`src/rtl/bcd_alarm_pkg.sv`:
```
package bcd_alarm_pkg;
  localparam int unsigned NFIELD   = 4;
  localparam int unsigned WORD_W   = 32;
  localparam int unsigned ADDR_W   = 2;
  localparam int unsigned DIV_W    = 15;
  // field order: second, minute, hour(+PM), date
  localparam int unsigned FLD_LSB  [NFIELD] = '{0, 8, 16, 24};
  localparam int unsigned FLD_W    [NFIELD] = '{7, 7, 7, 6};
  localparam int unsigned FLD_DC   [NFIELD] = '{7, 15, 23, 31};
  localparam int unsigned EN_BIT   = 8;
  localparam int unsigned IE_BIT   = 12;
  localparam int unsigned CLR_BIT  = 0;

  typedef enum logic [ADDR_W-1:0] {
    A_WORD = 2'd0,
    A_CTRL = 2'd1,
    A_CLR  = 2'd2
  } alarm_addr_e;
endpackage

```
`src/rtl/alarm_field_cmp.sv`:
```
module alarm_field_cmp #(
  parameter int unsigned W = 7
) (
  input  logic [W-1:0] want,
  input  logic [W-1:0] have,
  input  logic         dont_care,
  output logic         hit
);
  always_comb hit = dont_care || (want == have);
endmodule

```
`src/rtl/alarm_cfg_regs.sv`:
```
module alarm_cfg_regs
  import bcd_alarm_pkg::*;
(
  input  logic              clk,
  input  logic              rst_n,
  input  logic              reg_wr,
  input  logic [ADDR_W-1:0] reg_addr,
  input  logic [WORD_W-1:0] reg_wdata,
  output logic [WORD_W-1:0] word_q,
  output logic              en_q,
  output logic              ie_q,
  output logic              clr_req
);
  always_ff @(posedge clk) begin
    if (!rst_n) begin
      word_q <= '0;
      en_q   <= 1'b0;
      ie_q   <= 1'b0;
    end else if (reg_wr) begin
      if (reg_addr == A_WORD) word_q <= reg_wdata;
      if (reg_addr == A_CTRL) begin
        en_q <= reg_wdata[EN_BIT];
        ie_q <= reg_wdata[IE_BIT];
      end
    end
  end

  always_comb clr_req = reg_wr && (reg_addr == A_CLR) && reg_wdata[CLR_BIT];
endmodule

```
`src/rtl/alarm_flag_reg.sv`:
```
module alarm_flag_reg (
  input  logic clk,
  input  logic rst_n,
  input  logic set_req,
  input  logic clr_req,
  output logic flag_q
);
  // a match in the same cycle as a clear wins, so no event is lost
  always_ff @(posedge clk) begin
    if (!rst_n)       flag_q <= 1'b0;
    else if (set_req) flag_q <= 1'b1;
    else if (clr_req) flag_q <= 1'b0;
  end
endmodule

```
`src/rtl/bcd_alarm_match.sv`:
```
module bcd_alarm_match
  import bcd_alarm_pkg::*;
#(
  parameter int unsigned MIN_SEC_DIV = 3
) (
  input  logic              clk,
  input  logic              rst_n,
  input  logic              reg_wr,
  input  logic [ADDR_W-1:0] reg_addr,
  input  logic [WORD_W-1:0] reg_wdata,
  input  logic              tick_1hz,
  input  logic [DIV_W-1:0]  sync_div,
  input  logic [6:0]        now_sec,
  input  logic [6:0]        now_min,
  input  logic [5:0]        now_hour,
  input  logic              now_pm,
  input  logic [5:0]        now_date,
  output logic              alarm_flag,
  output logic              alarm_irq
);
  logic [WORD_W-1:0] alarm_word;
  logic              alarm_en;
  logic              irq_en;
  logic              clr_req;
  logic [WORD_W-1:0] live_word;
  logic [NFIELD-1:0] fld_hit;
  logic              div_ok;
  logic              set_req;

  alarm_cfg_regs u_regs (
    .clk      (clk),
    .rst_n    (rst_n),
    .reg_wr   (reg_wr),
    .reg_addr (reg_addr),
    .reg_wdata(reg_wdata),
    .word_q   (alarm_word),
    .en_q     (alarm_en),
    .ie_q     (irq_en),
    .clr_req  (clr_req)
  );

  // live time packed in the same layout as the alarm word
  always_comb begin
    live_word        = '0;
    live_word[6:0]   = now_sec;
    live_word[14:8]  = now_min;
    live_word[21:16] = now_hour;
    live_word[22]    = now_pm;
    live_word[29:24] = now_date;
  end

  for (genvar g = 0; g < NFIELD; g++) begin : g_fld
    localparam int unsigned LSB = FLD_LSB[g];
    localparam int unsigned FW  = FLD_W[g];
    alarm_field_cmp #(.W(FW)) u_cmp (
      .want     (alarm_word[LSB +: FW]),
      .have     (live_word[LSB +: FW]),
      .dont_care(alarm_word[FLD_DC[g]]),
      .hit      (fld_hit[g])
    );
  end

  always_comb begin
    div_ok  = alarm_word[FLD_DC[0]] || (32'(sync_div) >= MIN_SEC_DIV);
    set_req = tick_1hz && alarm_en && (&fld_hit) && div_ok;
  end

  alarm_flag_reg u_flag (
    .clk    (clk),
    .rst_n  (rst_n),
    .set_req(set_req),
    .clr_req(clr_req),
    .flag_q (alarm_flag)
  );

  always_comb alarm_irq = alarm_flag && irq_en;
endmodule

```
`config.mk`:
```
export PLATFORM = sky130hd
export DESIGN_NAME = bcd_alarm_match
export DESIGN_NICKNAME = d
export VERILOG_FILES = /design/src/rtl/bcd_alarm_pkg.sv /design/src/rtl/alarm_field_cmp.sv /design/src/rtl/alarm_cfg_regs.sv /design/src/rtl/alarm_flag_reg.sv /design/src/rtl/bcd_alarm_match.sv
export SDC_FILE = /design/constraint.sdc
export NUM_CORES = 1
export LEC_CHECK = 0
export BUFFER_PORTS_ARGS = -buffer_cell sky130_fd_sc_hd__buf_2
export CAP_MARGIN = 20
export CORE_MARGIN = 4
export CORE_UTILIZATION = 46
export DETAILED_ROUTE_END_ITERATION = 16
export MAX_ROUTING_LAYER = met4
export PLACE_DENSITY_LB_ADDON = 0.2
export SETUP_SLACK_MARGIN = 0.3
export SLEW_MARGIN = 20
export SYNTH_ARGS = -nofsm -noshare
export SYNTH_HDL_FRONTEND = slang
export SYNTH_HIERARCHICAL = 1
export SYNTH_SLANG_ARGS = --single-unit
```
`constraint.sdc`:
```
create_clock -name clk -period 3.1 [get_ports clk]
set_input_delay 0.31 -clock clk [delete_from_list [all_inputs] [get_ports clk]]
set_output_delay 0.31 -clock clk [all_outputs]
set_load 0.005 [all_outputs]
```
Yosys cells after proc, flatten, opt, wreduce, memory -nomap -nowiden
Index checks and enable logic that the tools add are counted.
- output and inout bits: 2
- input bits: 80
- logic and storage cells: 29
- register bits after elaboration: 35
- equal/unequal tests: 6
- magnitude comparators: 1
- reductions and logical operators: 16
- multiplexer cells: 2
- operator list (cell ; count):
    == test 7 bit ; 3
    >= comparator 15 x 2 -> 1 bit (second input constant) ; 1
    == test 6 bit ; 1
    logical AND 1 bit ; 6
    logical OR 1 bit ; 5
    AND reduction 2 bit ; 2
    AND reduction 4 bit ; 1
    == test 2 x 1 -> 1 bit (second input constant) ; 1
    == test 2 bit (second input constant) ; 1
    zero test 2 bit ; 1
    2-to-1 mux 1 bit ; 2
    nonzero test 2 bit ; 1

Depth between registers and ports, before layout
- depth after elaboration: 6
- mapped depth: 6
- gate-level depth less buffers: 6

Modules after synthesis
Netlist, hierarchy kept.
- modules (own cells, without submodules) (module ; instances ; area each (µm²) ; sequential area each (µm²) ; cells an instance):
    alarm_cfg_regs ; 1 ; 1406.3 ; 680.7 ; 148
    alarm_field_cmp (g_fld[0].u_cmp ...) ; 3 ; 77.6 ; 0.0 ; 9
    alarm_field_cmp (g_fld[3].u_cmp) ; 1 ; 67.6 ; 0.0 ; 8
    bcd_alarm_match ; 1 ; 56.3 ; 0.0 ; 9
    alarm_flag_reg ; 1 ; 41.3 ; 20.0 ; 3

Least setup slack after synthesis
No wires, ideal clock.
- path type: input port to flip-flop
- from: input now_hour[1]
- to: register u_flag.flag_q
- required time: 3.042 ns
- arrival time: 1.214 ns
- path buffers: 0
- cell stages on the path: 6
- setup time: 0.058 ns
- path slack: 1.829 ns
- cell sequence: xor2_1 -> nor4_1 -> a41o_1 -> nand4_1 -> nor3_1 -> o21a_1
- longest elaborated chain between the ends: 6
- elaborated cells on any way between the ends: 7
- classes of those cells: eq/ne: 1; mux: 1; reduce/logical: 5
- ends and longest elaborated chain (element ; RTL line ; RTL):
    start: declaration ; bcd_alarm_match.sv:15 ; input logic [5:0] now_hour,
    == test 7 bit * ; alarm_field_cmp.sv:9 ; always_comb hit = dont_care || (want == have);
    logical OR 1 bit * ; alarm_field_cmp.sv:9 ;
    named net fld_hit[2] ; bcd_alarm_match.sv:26 ; logic [NFIELD-1:0] fld_hit;
    AND reduction 4 bit * ; bcd_alarm_match.sv:65 ; set_req = tick_1hz && alarm_en && (&fld_hit) && div_ok;
    logical AND 1 bit * (2 in a row) ; bcd_alarm_match.sv:65 ;
    named net set_req ; bcd_alarm_match.sv:28 ; logic set_req;
    2-to-1 mux 1 bit / nonzero test 2 bit (equally long branches) ; -- ;
    end signal: assignment ; alarm_flag_reg.sv:10 ; if (!rst_n) flag_q <= 1'b0;
    end signal: assignment ; alarm_flag_reg.sv:11 ; else if (set_req) flag_q <= 1'b1;
    end signal: assignment ; alarm_flag_reg.sv:12 ; else if (clr_req) flag_q <= 1'b0;
    end: declaration ; alarm_flag_reg.sv:6 ; output logic flag_q
The timed path passes the listed nets; every way through them passes the cells marked *.
A chain may end at the register's enable or synchronous reset.

Worst setup path in the final report
- from: register u_regs.word_q[9]
- to: register u_flag.flag_q
- longest elaborated chain between the ends: 6
- elaborated cells on any way between the ends: 7
- classes of those cells: eq/ne: 1; mux: 1; reduce/logical: 5
- ends and longest elaborated chain (element ; RTL line ; RTL):
    start: declaration ; alarm_cfg_regs.sv:9 ; output logic [WORD_W-1:0] word_q,
    start signal: assignment ; alarm_cfg_regs.sv:20 ; if (reg_addr == A_WORD) word_q <= reg_wdata;
    == test 7 bit * ; alarm_field_cmp.sv:9 ;
    logical OR 1 bit * ; alarm_field_cmp.sv:9 ;
    named net fld_hit[1] ; bcd_alarm_match.sv:26 ;
    AND reduction 4 bit * ; bcd_alarm_match.sv:65 ;
    logical AND 1 bit * (2 in a row) ; bcd_alarm_match.sv:65 ;
    named net set_req ; bcd_alarm_match.sv:28 ;
    2-to-1 mux 1 bit / nonzero test 2 bit (equally long branches) ; -- ;
Marks and branches as above.

==> impl_metrics.json <==
{
  "result_of_the_run": "complete, no violations",
  "io_pins": 82,
  "nFillCells": 374,
  "finalSetupViolCount": 0,
  "static-leakage-power_nw": 1.02,
  "nets": 349,
  "grtUsageTotal_pct": 15.7,
  "via_count": 1495,
  "grt_pass1_wl_mm": 6.13,
  "critical_path_peak_fanout": 2,
  "clk_pin_slew_worst_paths_ps": 70,
  "first_iter_violations": 49,
  "placeable_area_sq_um": 3690,
  "grt_max_degree": 66,
  "class_of_the_tightest_hold_or_removal_check": "in2reg",
  "fp-row-count": 22,
  "yosys_warnings": 6,
  "min_period_ps": 1420,
  "wire_per_inst_microns": 11.3,
  "layoutNonFillerInstCount": 318,
  "report.final.hold_viol_count": 0,
  "synth_nets": 271,
  "initial_utilization_pct": 47.9,
  "multiInputGateArea_sq_um": 986,
  "port_buffers": 80,
  "pins_over_their_slew_limit": 0,
  "power_density_nw_per_um2": 410,
  "fp.dieH_microns": 70.0,
  "postRouteWirelength_mm": 3.60,
  "vdd.ir_drop.worst_uv": 281,
  "synth.cell_area_sq_um": 1770,
  "worst_setup_path_start_kind": "register",
  "ff_latch_area_sq_um": 681,
  "worstPathRequired_ps": 3320,
  "area_growth_syn_to_layout_pct": 26.4,
  "max-slew-margin-rel_pct": 31.4,
  "grt_setup_unrepaired": "false",
  "dieArea_sq_um": 4900,
  "place.gp.congestion": 0.730,
  "tritoncts_clock_tree": "built",
  "post_cts.resized_instances": 0,
  "fin_total_pwr_mw": 0.916,
  "grt_antenna_before_repair": 0,
  "post-cts-setup-buffers": 0,
  "cts_sinks": 34,
  "firstDrtPassIters": 4,
  "whs_ps": 270,
  "worstSetupEndpointType": "register",
  "drive_above_1_share_pct": 34.1,
  "ant_nets": 0,
  "drt_drc_violations_left": 0,
  "globalRoute.totalOverflow": 0,
  "clock_tree.buffer_depth": 2,
  "skew_ps": 2.77,
  "die_width_microns": 70.0,
  "dpl.cell_count": 310,
  "clk-insertion-delay-late_ps": 280,
  "hpwlAfterDp_mm": 2.79,
  "fin_crit_sh_pct": 45.8,
  "summed_negative_setup_slack_over_all_endpoints_ps": 0,
  "clock_tree.htree_level_count": 2,
  "grt_pass1_vias": 1489,
  "drt-vias-per-instance": 4.70,
  "worst_margin_slew_ps": 1030,
  "drv.max_cap_violation_count": 0,
  "achievable-frequency_mhz": 705,
  "cts-root-buf": "sky130_fd_sc_hd__clkbuf_8",
  "holdBufCountCts": 0,
  "critPathArrivalTime_ps": 1640,
  "antenna_cells_inserted": 0,
  "critPathKind": "reg2reg",
  "syn-mean-instance-area_sq_um": 9.25,
  "cts_buffers": 5,
  "post_synth_inst_count": 191
}
placed cells by master, fill, tap and decap left out, drive strengths merged:
cell     n
nand4    1
and4b    1
a31o     1
nand3b   1
nor3b    1
clkbuf   7
and2     1
clkinv   1
xor2    16
nor4     7
nand2   65
and4     1
mux2i   33
a211oi   1
buf     82
o21a     1
nor3     1
nor2b    1
dfxtp   34
a41o     3
xnor2   11
worst paths after layout:
| kind | from | to | slack (ps) | cells past startpoint |
|---|---|---|---|---|
| setup / recovery | u_regs/word_q[9] | u_flag/flag_q | 1680 | 6 |
| setup reg to reg | u_regs/word_q[9] | u_flag/flag_q | 1680 | 6 |
| hold / removal | reg_wdata[28] | u_regs/word_q[28] | 270 | 3 |
| hold reg to reg | u_regs/word_q[15] | u_regs/word_q[15] | 460 | 2 |
report_power, final:
group,switching (mW),leakage (nW),internal [mW]
Clock,0.145,0.0482,0.179
Sequential,0.00905,0.276,0.452
Combinational,0.0582,0.699,0.0723
Total,0.212,1.02,0.703
per-stage QoR:
stage / area (sq um) / setup slack, ps / util [%]
after floorplan: 1770 / 1830 / -
after global placement: 2140 / 1560 / 58.1
after detailed placement: 2140 / 1520 / 58.1
after CTS: 2230 / 1660 / 60.5
after global routing: 2230 / 1510 / 60.5
final: 2230 / 1680 / 60.5
flip-flops by register name, summed over array words and instances (netlist names):
signal	flops
u_flag/flag_q	1
u_regs/en_q	1
u_regs/word_q	31
u_regs/ie_q	1
per-layer routing:
| metal | GRT usage [%] | share of wire (%) | vias up |
|---|---|---|---|
| met4 | 3.83 | 0.22 | 0 |
| met3 | 5.61 | 7.5 | 2 |
| li1 | - | - | 793 |
| met1 | 17.5 | 43 | 651 |
| met2 | 27.0 | 49 | 49 |
| met5 | - | 0 | - |
critical path, stage by stage (launching register included):
cell,delay [ps]
sky130_fd_sc_hd__dfxtp_1,320
sky130_fd_sc_hd__xor2_1,140
sky130_fd_sc_hd__nor4_1,340
sky130_fd_sc_hd__a41o_1,230
sky130_fd_sc_hd__nand2_1,50
sky130_fd_sc_hd__nor3_1,150
sky130_fd_sc_hd__o21a_1,140
area by class of cell:
| type | instances | share of cell area [%] |
|---|---|---|
| multi-input combinational | 146 | 44.1 |
| sequential | 34 | 30.5 |
| clock buffer | 7 | 3.87 |
| clock inverter | 1 | 0.224 |
| timing repair buffer | 82 | 18.6 |
| tap | 48 | 2.69 |
No activity file was read; power rests on OpenSTA's default activity.
